===== config.mk =====
export PLATFORM = sky130hd
export DESIGN_NAME = microcycle_clkgen
export DESIGN_NICKNAME = d
export VERILOG_FILES = /design/src/rtl/mcg_pkg.sv /design/src/rtl/mcg_release_timer.sv /design/src/rtl/mcg_low_shape.sv /design/src/rtl/microcycle_clkgen.sv
export SDC_FILE = /design/constraint.sdc
export NUM_CORES = 1
export LEC_CHECK = 0
export ABC_AREA = 1
export BUFFER_PORTS_ARGS = -buffer_cell sky130_fd_sc_hd__buf_2
export CAP_MARGIN = 10
export CORE_MARGIN = 2
export CORE_UTILIZATION = 40
export CTS_CLUSTER_SIZE = 12
export DETAILED_ROUTE_END_ITERATION = 6
export SYNTH_ARGS = -nofsm -noshare
export SYNTH_HDL_FRONTEND = slang
export SYNTH_SLANG_ARGS = --single-unit

===== constraint.sdc =====
create_clock -name clk -period 1.7 [get_ports clk]
set_input_delay 0.51 -clock clk [delete_from_list [all_inputs] [get_ports clk]]
set_output_delay 0.51 -clock clk [all_outputs]
set_load 0.02 [all_outputs]

===== src/rtl/mcg_pkg.sv =====
package mcg_pkg;

    typedef enum logic [1:0] {
        PH_HIGH = 2'd0,
        PH_STOP = 2'd1,
        PH_LOW  = 2'd2
    } phase_t;

    function automatic int max3(input int a, input int b, input int c);
        int m;
        m = (a > b) ? a : b;
        return (m > c) ? m : c;
    endfunction

endpackage


===== src/rtl/mcg_release_timer.sv =====
module mcg_release_timer #(
    parameter int REPLY_DLY = 3,
    parameter int DMA_DLY   = 2
) (
    input  logic clk,
    input  logic rst_n,
    input  logic armed,
    input  logic reply_evt,
    input  logic dma_rel_evt,
    output logic done
);
    localparam int DW = $clog2(mcg_pkg::max3(REPLY_DLY, DMA_DLY, 1) + 1);

    typedef struct packed {
        logic [DW-1:0] dly;
        logic          done;
    } tmr_t;

    tmr_t q, d;

    always_comb begin
        d      = q;
        d.done = 1'b0;
        if (q.dly != '0) begin
            if (q.dly == DW'(1)) begin
                d.dly  = '0;
                d.done = 1'b1;
            end else begin
                d.dly = q.dly - DW'(1);
            end
        end else if (armed && !q.done) begin
            // a reply wins if both events come together
            if (reply_evt) begin
                d.dly = DW'(REPLY_DLY);
            end else if (dma_rel_evt) begin
                d.dly = DW'(DMA_DLY);
            end
        end
    end

    always_ff @(posedge clk or negedge rst_n) begin
        if (!rst_n) begin
            q <= '0;
        end else begin
            q <= d;
        end
    end

    assign done = q.done;
endmodule


===== src/rtl/mcg_low_shape.sv =====
module mcg_low_shape #(
    parameter int LO_CYC       = 2,
    parameter int INIT_LO_CYC  = 3,
    parameter int RELOC_LO_CYC = 5,
    parameter int CNT_W        = 3
) (
    input  logic             reloc,
    input  logic             init,
    output logic [CNT_W-1:0] last_idx
);
    always_comb begin
        if (reloc) begin
            last_idx = CNT_W'(RELOC_LO_CYC - 1);
        end else if (init) begin
            last_idx = CNT_W'(INIT_LO_CYC - 1);
        end else begin
            last_idx = CNT_W'(LO_CYC - 1);
        end
    end
endmodule


===== src/rtl/microcycle_clkgen.sv =====
module microcycle_clkgen #(
    parameter int HI_CYC       = 2,
    parameter int STUT_CYC     = 3,
    parameter int LO_CYC       = 2,
    parameter int INIT_LO_CYC  = 3,
    parameter int RELOC_LO_CYC = 5,
    parameter int STROBE_IDX   = 3,
    parameter int REPLY_DLY    = 3,
    parameter int DMA_DLY      = 2
) (
    input  logic clk,
    input  logic rst_n,
    input  logic stretch_req,
    input  logic hold_req,
    input  logic reloc_req,
    input  logic init_req,
    input  logic reply_evt,
    input  logic dma_rel_evt,
    output logic mclk,
    output logic addr_strobe
);
    import mcg_pkg::*;

    localparam int MAX_LEN   = max3(max3(HI_CYC, STUT_CYC, LO_CYC),
                                    INIT_LO_CYC, RELOC_LO_CYC);
    localparam int CNT_W     = $clog2(MAX_LEN);
    localparam int HI_LAST   = HI_CYC - 1;
    localparam int STUT_LAST = STUT_CYC - 1;

    typedef struct packed {
        phase_t           phase;
        logic             mclk;
        logic [CNT_W-1:0] cnt;
        logic             reloc;
        logic             init;
        logic             strobe;
    } seq_t;

    seq_t q, d;

    logic             rel_done;
    logic [CNT_W-1:0] low_last;

    mcg_release_timer #(
        .REPLY_DLY (REPLY_DLY),
        .DMA_DLY   (DMA_DLY)
    ) rel_tmr_i (
        .clk         (clk),
        .rst_n       (rst_n),
        .armed       (q.phase == PH_STOP),
        .reply_evt   (reply_evt),
        .dma_rel_evt (dma_rel_evt),
        .done        (rel_done)
    );

    mcg_low_shape #(
        .LO_CYC       (LO_CYC),
        .INIT_LO_CYC  (INIT_LO_CYC),
        .RELOC_LO_CYC (RELOC_LO_CYC),
        .CNT_W        (CNT_W)
    ) low_shape_i (
        .reloc    (q.reloc),
        .init     (q.init),
        .last_idx (low_last)
    );

    always_comb begin
        d        = q;
        d.strobe = 1'b0;
        unique case (q.phase)
            PH_HIGH: begin
                if (q.cnt == CNT_W'(HI_LAST)) begin
                    if (hold_req) begin
                        d.phase = PH_STOP;
                    end else if (stretch_req) begin
                        d.cnt = q.cnt + CNT_W'(1);
                    end else begin
                        d.phase = PH_LOW;
                        d.mclk  = 1'b0;
                        d.cnt   = '0;
                        d.reloc = reloc_req;
                        d.init  = 1'b0;
                    end
                end else if (q.cnt >= CNT_W'(STUT_LAST)) begin
                    d.phase = PH_LOW;
                    d.mclk  = 1'b0;
                    d.cnt   = '0;
                    d.reloc = reloc_req;
                    d.init  = 1'b0;
                end else begin
                    d.cnt = q.cnt + CNT_W'(1);
                end
            end
            PH_STOP: begin
                if (rel_done) begin
                    d.phase = PH_LOW;
                    d.mclk  = 1'b0;
                    d.cnt   = '0;
                    d.reloc = reloc_req;
                    d.init  = 1'b0;
                end
            end
            PH_LOW: begin
                if (q.cnt == '0) begin
                    d.init = init_req;
                end
                if (q.cnt == low_last) begin
                    d.phase = PH_HIGH;
                    d.mclk  = 1'b1;
                    d.cnt   = '0;
                    d.reloc = 1'b0;
                    d.init  = 1'b0;
                end else begin
                    d.cnt    = q.cnt + CNT_W'(1);
                    d.strobe = q.reloc && (q.cnt == CNT_W'(STROBE_IDX - 1));
                end
            end
            default: begin
                d.phase = PH_HIGH;
                d.mclk  = 1'b1;
                d.cnt   = '0;
            end
        endcase
    end

    always_ff @(posedge clk or negedge rst_n) begin
        if (!rst_n) begin
            q.phase  <= PH_HIGH;
            q.mclk   <= 1'b1;
            q.cnt    <= '0;
            q.reloc  <= 1'b0;
            q.init   <= 1'b0;
            q.strobe <= 1'b0;
        end else begin
            q <= d;
        end
    end

    assign mclk        = q.mclk;
    assign addr_strobe = q.strobe;
endmodule


==> results.rst, run 1 <==
.. list-table::
   :header-rows: 1

   * - Metric
     - Value
   * - Number of antenna violations at the first check in global routing
     - 0
   * - Root buf cell
     - clkbuf_4
   * - Share of synthesized flip-flops with an asynchronous set or reset
     - 1.00
   * - CTS Hold Bufs
     - 0
   * - Met3 global-route usage
     - 0.0276
   * - Slowest stage cell on the critical path
     - dfrtp_1
   * - Most area-consuming cells after synthesis
     - dfrtp_1, ha_1, nand2_1, inv_1, nand3_1
   * - Power density over the cells
     - around 1900 nW/um^2
   * - Number of gates resized after CTS
     - 0
   * - Critical Path Start Type
     - flop
   * - Proportion of netlist area held by the largest area contributor
     - 0.339
   * - Power share of the combinational group
     - 0.558
   * - Leakage power figure
     - approximately 0.52 nW
   * - Number of enable-type register cells in the synthesized netlist
     - 0
   * - Endpoint kind of the worst setup timing path
     - flop
   * - Post-synthesis xor/xnor area fraction
     - 0.0108
   * - Compound-cell area share of the yosys netlist
     - 0.0832
   * - Mux share of post-synthesis cell area
     - 0
   * - Die Outline Area
     - about 2400 um^2
   * - Area share of fa/ha/maj cells after synthesis
     - 0.108
   * - H-tree level count
     - 1
   * - Design internal power
     - around 0.00093 W
   * - Initial core utilization
     - 0.418
   * - Horizontal die dimension
     - a little under 50 um
   * - Share of final-layout standard cells stronger than drive strength 1
     - 0.250
   * - Routed Wire Length
     - about 1400 um
   * - Remaining design rule violation count
     - 0
   * - Worst vdd rail ir drop
     - 0.000777 V
   * - Netlist area before placement
     - slightly above 800 um^2
   * - Number of iterations in the first detailed-routing pass
     - 4
   * - Net switching power
     - just under 0.0009 W
   * - Met2 track utilization from global routing
     - 0.237
   * - Result of the run
     - complete, no violations
   * - List of most frequent post-synthesis cells
     - nand2_1, inv_1, dfrtp_1, nor2_1, nand3_1
   * - Placeable core region
     - 1940 um^2
   * - Io pins
     - 10
   * - Number of endpoints with negative hold slack in the final report
     - 0
   * - Setup total negative slack
     - 0 ns
   * - Aggregate global routing overflow
     - 0
   * - Port-buffer cells
     - 9
   * - Ratio of routed vias to standard cells
     - 4.64
   * - Largest net degree at the start of global routing
     - 13
   * - Predominant post-synthesis flop cell
     - dfrtp_1
   * - Global placer's final weighted congestion
     - between 0.7 and 0.8
   * - Switching power as a share of total power
     - 0.486
   * - Simple-gate share of the synthesized area
     - 0.330
   * - Worst clock skew
     - 0.00323 ns
   * - Number of violations of the max-capacitance limit
     - 0
   * - Avg Synthesized Cell Area
     - approximately 7.6 um^2
   * - Number of buffer and inverter stages on the critical path
     - 3
   * - Row count
     - 16
   * - Dominant combinational cell family by area after synthesis
     - simple AND/OR/NAND/NOR gates
   * - Global-route wire length before repair
     - around 2600 um
   * - Part of the power in registers
     - 0.307
   * - Syn_nets
     - between 100 and 150
   * - Worst hold margin
     - around 0.084 ns
   * - Unrepaired setup endpoints after global routing
     - false
   * - Total number of yosys warnings
     - 0
   * - Skew-Pair Late Insertion Delay
     - between 0.2 and 0.3 ns
   * - Share of synthesized area occupied by flip-flops and latches
     - 0.371
   * - Post-route antenna net violation count
     - 0
   * - Crit path largest cell delay
     - around 0.43 ns
   * - Final number of max-transition violations
     - 0
   * - TritonCTS Buffers
     - 3
   * - Worst max-slew margin expressed relative to the limit
     - 0.817
   * - WP data arrival
     - about 1.7 ns
   * - Cell occurring most often along the worst timing path
     - nand2_1
   * - Wirelength per Cell
     - between 9 and 10 um
   * - Layout overhead on the synthesized area
     - 14.2%
   * - Clock tree from TritonCTS
     - done
   * - Total vias in the final route
     - about 680
   * - Post-synthesis instance total
     - 107
   * - Crit share post-route
     - 0.886
   * - Global-route track usage on met1
     - 0.180
   * - Sequence of cells on the critical path
     - inv_1, ha_1, inv_1, nor2_2, nand2_1, o21ai_2, nor2_2, nand2_1, inv_1, nand2_1, nand2_1
   * - CTS Buffer Depth
     - 2
   * - Busiest grt layer
     - met2
   * - Highest clock rate
     - ~660 MHz
   * - Number of diodes
     - 0
   * - Post-CTS Repair Setup Buffers
     - 0
   * - Slew of the pin with the lowest slew margin
     - between 0.2 and 0.3 ns
   * - Leading area contributor after synthesis
     - dfrtp_1
   * - Seq cells post-synth
     - 12
   * - Final setup viols
     - 0
   * - Number of clock sinks
     - 12
   * - Vias in the first global route
     - approximately 630
   * - Cell with the most instances after synthesis
     - nand2_1
   * - Kind of critical path
     - flop to flop
   * - Crit path max fanout
     - 5
   * - Share of power burned in the clock network
     - 0.135
   * - Worst hold-check path type
     - input pin to asynchronous set/reset pin
   * - Min Clock Period, post-route
     - roughly 1.5 ns
   * - Chip Height
     - approximately 49 um
   * - Count of routing violations after the opening detailed-route iteration
     - 12
   * - Final layout net count
     - roughly 140
   * - Crit path max-delay family
     - simple AND/OR/NAND/NOR gates
   * - Global Route Usage Sum
     - 0.144
   * - Distinct cell type count of the synthesized netlist
     - 18
   * - Clock slew at reported path FFs
     - approximately 0.09 ns
   * - Endpoint required time on the critical path
     - roughly 1.9 ns
   * - Hpwl dp
     - approximately 1200 um
==> power by group through the flow <==
stage | registers [W] | clock network (W) | logic, W
after global placement | 0.000556 | 0 | 0.00101
after global routing | 0.000574 | 0.000260 | 0.00119
after CTS | 0.000553 | 0.000250 | 0.00103
final | 0.000553 | 0.000244 | 0.00100
after floorplan | 0.000545 | 0 | 0.000832
after detailed placement | 0.000558 | 0 | 0.00102
==> through the flow <==
step	setup WS [ns]	utilization	cell area, um^2	cells	total power, W
2_1_floorplan	0.319	-	812	107	0.00138
3_3_place_gp	0.249	0.459	891	143	0.00156
3_5_place_dp	0.199	0.459	891	143	0.00158
4_1_cts	0.182	0.477	927	147	0.00183
5_1_grt	0.0454	0.477	927	147	0.00202
6_report	0.194	0.477	927	147	0.00180
==> area by class of cell <==
type | instances | area (um^2)
clock buffers | 4 | 36.3
fillers | 209 | 1010
inverters | 21 | 78.8
multi-input cells | 74 | 432
flip-flops and latches | 12 | 302
well taps | 27 | 33.8
repair buffers | 9 | 45.0
==> flip-flops by register name (all words and copies together) (netlist names) <==
name / flops
rel_tmr_i.q: 2
mclk: 1
rel_tmr_i.done: 1
addr_strobe: 1
q: 7
==> routing by layer <==
metal  routed length [um]  vias to the layer above
met5                    0                        -
met2                  663                       12
li1                     -                      354
met3                   53                        2
met4                   24                        0
met1                  694                      314
==> final timing paths <==
check | startpoint | endpoint | slack, ns | cells past startpoint
max | q[4]$_DFFE_PN0P_ | q[1]$_DFFE_PN0P_ | 0.19 | 11
min | rst_n | q[2]$_DFFE_PN0P_ | 0.08 | 1
max reg2reg | q[4]$_DFFE_PN0P_ | q[1]$_DFFE_PN0P_ | 0.19 | 11
min reg2reg | mclk$_DFFE_PN1P_ | mclk$_DFFE_PN1P_ | 0.46 | 2
max in group asynchronous | rst_n | mclk$_DFFE_PN1P_ | 1.34 | 1
min in group clk | reloc_req | q[2]$_DFFE_PN0P_ | 0.46 | 3
==> placed cells by master (no fill, tap or decap) <==
cell      netlist  routed
o21ai_2         2       2
nand2_1        22      22
nand3_1         9       9
clkbuf_4        0       3
nand3_2         2       2
clkbuf_8        0       1
nand2_2         2       2
buf_2           0       9
ha_1            7       7
nor2_2          5       5
a21oi_1         4       4
nand2_4         2       2
inv_1          19      19
inv_2           2       2
o21ai_1         2       2
dfstp_2         1       1
o21ai_0         4       4
nor2_1         11      11
xnor2_1         1       1
nand4_2         1       1
dfrtp_1        11      11
==> cell families after synthesis <==
logic type,after synthesis
AOI/OAI and AO/OA,12
xor gates and xnor gates,1
DFF,12
buffers and inverters,21
and+or+nand+nor,54
adders and majority gates,7
No activity file was read; power rests on OpenSTA's default activity.
==> run 2: changes to the inputs <==
--- a/config.mk
+++ b/config.mk
@@ -5,7 +5,6 @@
 export SDC_FILE = /design/constraint.sdc
 export NUM_CORES = 1
 export LEC_CHECK = 0
-export ABC_AREA = 1
 export BUFFER_PORTS_ARGS = -buffer_cell sky130_fd_sc_hd__buf_2
 export CAP_MARGIN = 10
 export CORE_MARGIN = 2
==> run 2 against run 1 <==
Flip-flop and latch count stayed put. Critical endpoint is now q[2]$_DFFE_PN0P_. Synthesized cell count is 31% lower. Via count shrank 13%. Die area down 11%. Design area rose by 0.94%. Cell count fell by 16%. Fmax fell by 7.8%. Largest power group unchanged. Sequential power fell by 6.9%.
==> results.rst, run 2 <==
.. list-table::
   :header-rows: 1

   * - Metric
     - Value
   * - Simple-gate share of the synthesized area
     - 0.219
   * - Power density over the cells
     - roughly 1900 nW/um^2
   * - Register-to-register path setup slack
     - roughly 0.067 ns
   * - Sequence of cells on the critical path
     - or4b_4, a21oi_4, or2_4, buf_4, nand4_1, nand2_1
   * - Most area-consuming cells after synthesis
     - dfrtp_1, ha_1, nand2_1, nor2_1, dfstp_2
   * - Seq cells post-synth
     - 12
   * - Layout overhead on the synthesized area
     - 31.0%
   * - Initial core utilization
     - 0.418
   * - Ratio of routed vias to standard cells
     - just under 5
   * - Overall power consumption
     - ~0.0018 W
   * - Crit path max fanout
     - 4
   * - Number of endpoints with negative hold slack in the final report
     - 0
   * - Final number of max-transition violations
     - 0
   * - Post-route antenna net violation count
     - 0
   * - Placed Cells
     - between 100 and 150
   * - Flip-flop count of the largest register after layout
     - 7
   * - Number of inserted filler cells in the final layout
     - roughly 150
   * - Share of final-layout standard cells stronger than drive strength 1
     - 0.357
   * - Power share of the combinational group
     - 0.619
   * - Number of antenna violations at the first check in global routing
     - 0
   * - Area share of fa/ha/maj cells after synthesis
     - 0.123
   * - WP data arrival
     - between 1.5 and 2 ns
   * - Horizontal die dimension
     - around 46 um
   * - Crit share post-route
     - 0.961
   * - Worst vdd rail ir drop
     - between 0.0009 and 0.001 V
   * - Endpoint kind of the worst setup timing path
     - flop
   * - List of most frequent post-synthesis cells
     - dfrtp_1, nand2_1, nor2_1, ha_1
   * - Number of enable-type register cells in the synthesized netlist
     - 0
   * - Unrepaired setup endpoints after global routing
     - true
   * - Design internal power
     - 0.00109 W
   * - Crit path largest cell delay
     - around 0.55 ns
   * - Vias in the first global route
     - ~580
   * - Min Clock Period, post-route
     - roughly 1.6 ns
   * - Die Outline Area
     - around 2100 um^2
   * - Biggest registers after layout
     - q x7, rel_tmr_i.q x2
   * - Placement Cell Area
     - about 870 um^2
   * - Largest net degree at the start of global routing
     - 13
   * - Post-layout instance area
     - 936 um^2
   * - Most frequent cells in the layout
     - buf_4, dfrtp_1, buf_2, nand2_1, nor2_1
   * - Seq. cell area
     - roughly 300 um^2
   * - Worst max-slew margin expressed relative to the limit
     - 0.822
   * - Worst-case setup slack after placement
     - -0.0548 ns
   * - Highest clock rate
     - around 610 MHz
   * - Number of buffer and inverter stages on the critical path
     - 1
   * - Worst r2r src
     - q[1]$_DFFE_PN0P_
   * - Chip Height
     - 46.3 um
   * - Aggregate global routing overflow
     - 0
   * - Total number of yosys warnings
     - 0
   * - Area of the multi-input gates
     - about 420 um^2
   * - Predominant post-synthesis flop cell
     - dfrtp_1
   * - Kind of critical path
     - flop to flop
   * - Slowest stage cell on the critical path
     - or4b_4
   * - Endpoint required time on the critical path
     - about 1.9 ns
   * - H-tree level count
     - 1
   * - Logic depth of the worst setup path including buffers
     - 6
   * - Cell with the most instances after synthesis
     - dfrtp_1
   * - Post-synthesis xor/xnor area fraction
     - 0
   * - Result of the run
     - complete, no violations
   * - Number of diodes
     - 0
   * - Part of the power in registers
     - 0.284
   * - Post-route non-filler standard cell count
     - around 120
   * - Worst Reg-to-Reg Cells
     - 6
   * - Number of clock sinks
     - 12
   * - Share of synthesized area occupied by flip-flops and latches
     - 0.422
   * - Worst clock skew
     - about 0.01 ns
   * - Clock slew at reported path FFs
     - ~0.070 ns
   * - Share of synthesized flip-flops with an asynchronous set or reset
     - 1.00
   * - Final layout net count
     - between 100 and 150
   * - Proportion of netlist area held by the largest area contributor
     - 0.385
   * - Row count
     - 15
   * - Leakage power figure
     - between 0.4 and 0.5 nW
   * - Slew of the pin with the lowest slew margin
     - about 0.27 ns
   * - Count of routing violations after the opening detailed-route iteration
     - 12
   * - Remaining design rule violation count
     - 0
   * - Most frequent standard cell in the layout excluding fill and tap cells
     - buf_4
   * - Distinct cell type count of the synthesized netlist
     - 28
   * - Share of power burned in the clock network
     - 0.097
   * - Total vias in the final route
     - 593
   * - Global placer's final weighted congestion
     - 0.774
   * - Post-synthesis instance total
     - 74
   * - Io pins
     - 10
   * - CTS Buffer Depth
     - 2
   * - Routed Wire Length
     - 1410 um
   * - Critical Path Start Type
     - flop
   * - Syn_nets
     - around 90
   * - Final setup viols
     - 0
   * - Mux share of post-synthesis cell area
     - 0.0298
   * - Netlist area before placement
     - 714 um^2
   * - Core Util, Final
     - 0.548
   * - Dominant combinational cell family by area after synthesis
     - simple AND/OR/NAND/NOR gates
   * - Register with the highest flop count
     - q
   * - Net switching power
     - 0.000724 W
   * - Global Route Usage Sum
     - 0.169
   * - Clock tree from TritonCTS
     - done
   * - Number of violations of the max-capacitance limit
     - 0
   * - Placeable core region
     - 1710 um^2
   * - Worst hold-check path type
     - input pin to asynchronous set/reset pin
   * - Crit path max-delay family
     - simple AND/OR/NAND/NOR gates
   * - Root buf cell
     - clkbuf_4
   * - Wirelength per Cell
     - 11.5 um
   * - Compound-cell area share of the yosys netlist
     - 0.159
   * - Number of iterations in the first detailed-routing pass
     - 4
   * - Endpoint of the worst register-to-register path
     - q[2]$_DFFE_PN0P_
   * - CTS Hold Bufs
     - 0
   * - Hpwl dp
     - approximately 1100 um
   * - Skew-Pair Late Insertion Delay
     - approximately 0.27 ns
   * - Global-route wire length before repair
     - around 2400 um
   * - TritonCTS Buffers
     - 3
   * - Port-buffer cells
     - 9
   * - Switching power as a share of total power
     - 0.399
   * - Leading area contributor after synthesis
     - dfrtp_1
   * - Final critical-path setup slack
     - about 0.067 ns
   * - Avg Synthesized Cell Area
     - between 9 and 10 um^2
==> run 2: cell count changes after synthesis, sizes merged, moves of 2 or more <==
cell	delta
inv	-17
nor2	-8
o2bb2ai	+2
nand2	-18
or2	+3
nand2b	+2
a211oi	+2
nand3b	+2
buf	+2
nand3	-10
o21ai	-3
or3b	+2
==> run 2: stage by stage <==
stage	hold slack, ns	setup TNS (ns)
final	0.0993	0
after global placement	0.402	-0.0342
after global routing	0.100	-0.00651
after CTS	0.106	0
after floorplan	0.214	0
after detailed placement	0.402	-0.0548
==> run 2: cell families (layout without fill, tap and decap cells) <==
group,count (synthesis),count (layout)
AND/OR/NAND/NOR,30,30
AO/OA/AOI/OAI,17,17
flip-flops,12,12
adder cells (fa/ha/maj),7,7
buffers and inverters,6,30
multiplexers,2,2
==> run 2: layout make-up <==
class                   instances  share of cell area
repair buffers                 22               0.152
multi-input cells              56               0.447
clock buffers                   4              0.0281
flip-flops and latches         12               0.324
well taps                      25              0.0334
inverters                       4              0.0160
==> run 2: worst max path at each step <==
stage / from / slack (ns) / end
after floorplan: q[4]$_DFFE_PN0P_ / 0.03 / q[5]$_DFFE_PN0P_
after global placement: q[3]$_DFFE_PN0P_ / -0.03 / q[5]$_DFFE_PN0P_
after detailed placement: q[3]$_DFFE_PN0P_ / -0.05 / q[5]$_DFFE_PN0P_
after CTS: q[1]$_DFFE_PN0P_ / 0.02 / q[2]$_DFFE_PN0P_
after global routing: q[1]$_DFFE_PN0P_ / -0.007 / q[2]$_DFFE_PN0P_
final: q[1]$_DFFE_PN0P_ / 0.07 / q[2]$_DFFE_PN0P_
==> run 2: metal layers <==
metal / up-vias / wire length, um / track usage
li1: 306 / - / -
met1: 277 / 651 / 0.209
met2: 8 / 684 / 0.267
met3: 2 / 60 / 0.0706
met4: 0 / 16 / 0.0514
met5: - / 0 / 0
==> run 2: repair_timing <==
item,in CTS,in global routing
buffers inserted,0,1
endpoints found under the setup margin,1,7
pin swaps,0,4
resized for setup,3,6
cloned,0,0
==> run 2: power groups by stage <==
stage / Combinational, W / Sequential (W) / Clock [W]
after floorplan: 0.000646 / 0.000529 / 0
after global placement: 0.000985 / 0.000508 / 0
after global routing: 0.00125 / 0.000535 / 0.000208
after detailed placement: 0.000998 / 0.000520 / 0
after CTS: 0.00106 / 0.000512 / 0.000184
final: 0.00112 / 0.000515 / 0.000177
==> run 3: changes to the inputs <==
==> constraint.sdc (replaced) <==
create_clock -name clk -period 1.8 [get_ports clk]
set_input_delay 0.54 -clock clk [delete_from_list [all_inputs] [get_ports clk]]
set_output_delay 0.54 -clock clk [all_outputs]
set_load 0.02 [all_outputs]
==> run 3 against run 2 <==
Power shrank 14%. Critical path type unchanged. Highest routed layer unchanged. Utilization is 5.0 points lower. Die area did not move. Largest cell class unchanged. First-iteration DRC count decreased by 67%. Wire length up 2.6%. Combinational power fell by 21%. Critical endpoint is now q[5]$_DFFE_PN0P_. Non-clock buffer count fell by 9. Count of clock-buffer cells in the layout unchanged. Via count fell by 1.2%. Cell count is 7.3% lower. Design area down 9.1%. Fmax is 3.3% lower.
==> results.rst, run 3 (synthesis results as in run 2) <==
.. list-table::
   :header-rows: 1

   * - Metric
     - Value
   * - Flip-flop count of the largest register after layout
     - 7
   * - Design internal power
     - 0.000892 W
   * - Slowest stage cell on the critical path
     - dfrtp_1
   * - Count of routing violations after the opening detailed-route iteration
     - 4
   * - Initial core utilization
     - 0.418
   * - Min Clock Period, post-route
     - between 1.5 and 2 ns
   * - Horizontal die dimension
     - between 40 and 50 um
   * - Setup total negative slack
     - 0 ns
   * - Biggest registers after layout
     - q x7, rel_tmr_i.q x2
   * - Post-CTS Repair Setup Buffers
     - 0
   * - Seq. cell area
     - a little over 300 um^2
   * - Worst clock skew
     - 0.00778 ns
   * - Largest net degree at the start of global routing
     - 13
   * - Share of power burned in the clock network
     - 0.113
   * - Most frequent cells in the layout
     - dfrtp_1, buf_2, nand2_1, nor2_1, ha_1
   * - Net switching power
     - just under 0.0007 W
   * - Placeable core region
     - 1710 um^2
   * - Part of the power in registers
     - 0.319
   * - Vias in the first global route
     - 500
   * - Die Outline Area
     - roughly 2100 um^2
   * - Switching power as a share of total power
     - 0.430
   * - Overall power consumption
     - between 0.0015 and 0.002 W
   * - Placed Cells
     - between 100 and 150
   * - Area of the multi-input gates
     - 402 um^2
   * - Io pins
     - 10
   * - Slew of the pin with the lowest slew margin
     - 0.369 ns
   * - Chip Height
     - 46.3 um
   * - Number of inserted filler cells in the final layout
     - ~160
   * - Core Util, Final
     - 0.498
   * - Worst vdd rail ir drop
     - 0.000981 V
   * - Power density over the cells
     - approximately 1800 nW/um^2
   * - Wirelength per Cell
     - 12.7 um
   * - Number of clock sinks
     - 12
   * - Number of antenna violations at the first check in global routing
     - 0
   * - Routed Wire Length
     - ~1400 um
   * - Endpoint required time on the critical path
     - ~2.0 ns
   * - Global Route Usage Sum
     - 0.148
   * - Root buf cell
     - clkbuf_4
   * - Total vias in the final route
     - approximately 590
   * - Leakage power figure
     - 0.398 nW
   * - Number of iterations in the first detailed-routing pass
     - 4
   * - CTS Hold Bufs
     - 0
   * - Layout overhead on the synthesized area
     - 19.1%
   * - Clock tree from TritonCTS
     - done
   * - Result of the run
     - complete, no violations
   * - Worst hold-check path type
     - input pin to asynchronous set/reset pin
   * - Final number of max-transition violations
     - 0
   * - Unrepaired setup endpoints after global routing
     - false
   * - WP data arrival
     - 1.90 ns
   * - Register with the highest flop count
     - q
   * - Sequence of cells on the critical path
     - nand2b_1, a41o_1, or2_4, o31a_1, mux2i_1
   * - Global placer's final weighted congestion
     - just under 0.8
   * - Worst max-slew margin expressed relative to the limit
     - 0.753
   * - Final setup viols
     - 0
   * - Crit path max fanout
     - 6
   * - TritonCTS Buffers
     - 3
   * - Endpoint kind of the worst setup timing path
     - flop
   * - Aggregate global routing overflow
     - 0
   * - H-tree level count
     - 1
   * - Hpwl dp
     - slightly above 1000 um
   * - Crit path max-delay family
     - compound AO/OA/AOI/OAI gates
   * - Skew-Pair Late Insertion Delay
     - between 0.2 and 0.3 ns
   * - Share of final-layout standard cells stronger than drive strength 1
     - 0.247
   * - Crit share post-route
     - 0.938
   * - Port-buffer cells
     - 9
   * - Number of violations of the max-capacitance limit
     - 0
   * - Highest clock rate
     - a little under 600 MHz
   * - Number of diodes
     - 0
   * - Kind of critical path
     - flop to flop
   * - Crit path largest cell delay
     - 0.44 ns
   * - Most frequent standard cell in the layout excluding fill and tap cells
     - dfrtp_1
   * - Critical Path Start Type
     - flop
   * - Ratio of routed vias to standard cells
     - 5.14
   * - Post-route non-filler standard cell count
     - 114
   * - Number of buffer and inverter stages on the critical path
     - 0
   * - Clock slew at reported path FFs
     - about 0.080 ns
   * - Number of gates resized after CTS
     - 0
   * - Final layout net count
     - between 100 and 150
   * - CTS Buffer Depth
     - 2
   * - Row count
     - 15
   * - Number of endpoints with negative hold slack in the final report
     - 0
   * - Power share of the combinational group
     - 0.568
   * - Global-route wire length before repair
     - 2190 um
   * - Remaining design rule violation count
     - 0
   * - Post-route antenna net violation count
     - 0
==> run 3: through the flow <==
step / instance area [um^2] / hold WS (ns) / worst slack, ns
floorplan: 714 / 0.244 / 0.0900
finish: 851 / 0.121 / 0.111
global route: 851 / 0.145 / 0.0178
CTS: 828 / 0.131 / 0.0447
detailed placement: 802 / 0.437 / 0.0577
global placement: 802 / 0.436 / 0.113
==> run 3: layout make-up <==
class / count / area share
repair buffers: 13 / 0.0882
multi-input cells: 56 / 0.472
well taps: 25 / 0.0368
inverters: 4 / 0.0176
clock buffers: 4 / 0.0309
flip-flops and latches: 12 / 0.354
==> run 3: power groups by stage <==
stage | logic [W] | clock network, W | registers (W)
4_1_cts | 0.000789 | 0.000183 | 0.000495
3_5_place_dp | 0.000786 | 0 | 0.000501
2_1_floorplan | 0.000597 | 0 | 0.000500
6_report | 0.000889 | 0.000178 | 0.000499
5_1_grt | 0.000987 | 0.000193 | 0.000511
3_3_place_gp | 0.000779 | 0 | 0.000498
==> run 3: worst paths after layout <==
path                                  start                  endpoint  slack (ns)  cells past startpoint
min                                   rst_n  rel_tmr_i.done$_DFF_PN0_        0.12                      1
min reg2reg                mclk$_DFFE_PN1P_          mclk$_DFFE_PN1P_        0.50                      2
max in group asynchronous             rst_n          mclk$_DFFE_PN1P_        1.40                      1
min in group clk                   init_req          q[1]$_DFFE_PN0P_        0.49                      3
max reg2reg                q[7]$_DFFE_PN0P_          q[5]$_DFFE_PN0P_        0.11                      5
max                        q[7]$_DFFE_PN0P_          q[5]$_DFFE_PN0P_        0.11                      5
==> run 3: per-layer routing <==
layer,track usage,part of all wire,vias to the layer above
met4,0.0514,0.0097,0
met1,0.207,0.48,278
met2,0.203,0.46,16
met3,0.0588,0.052,3
li1,-,-,289
met5,0,0,-
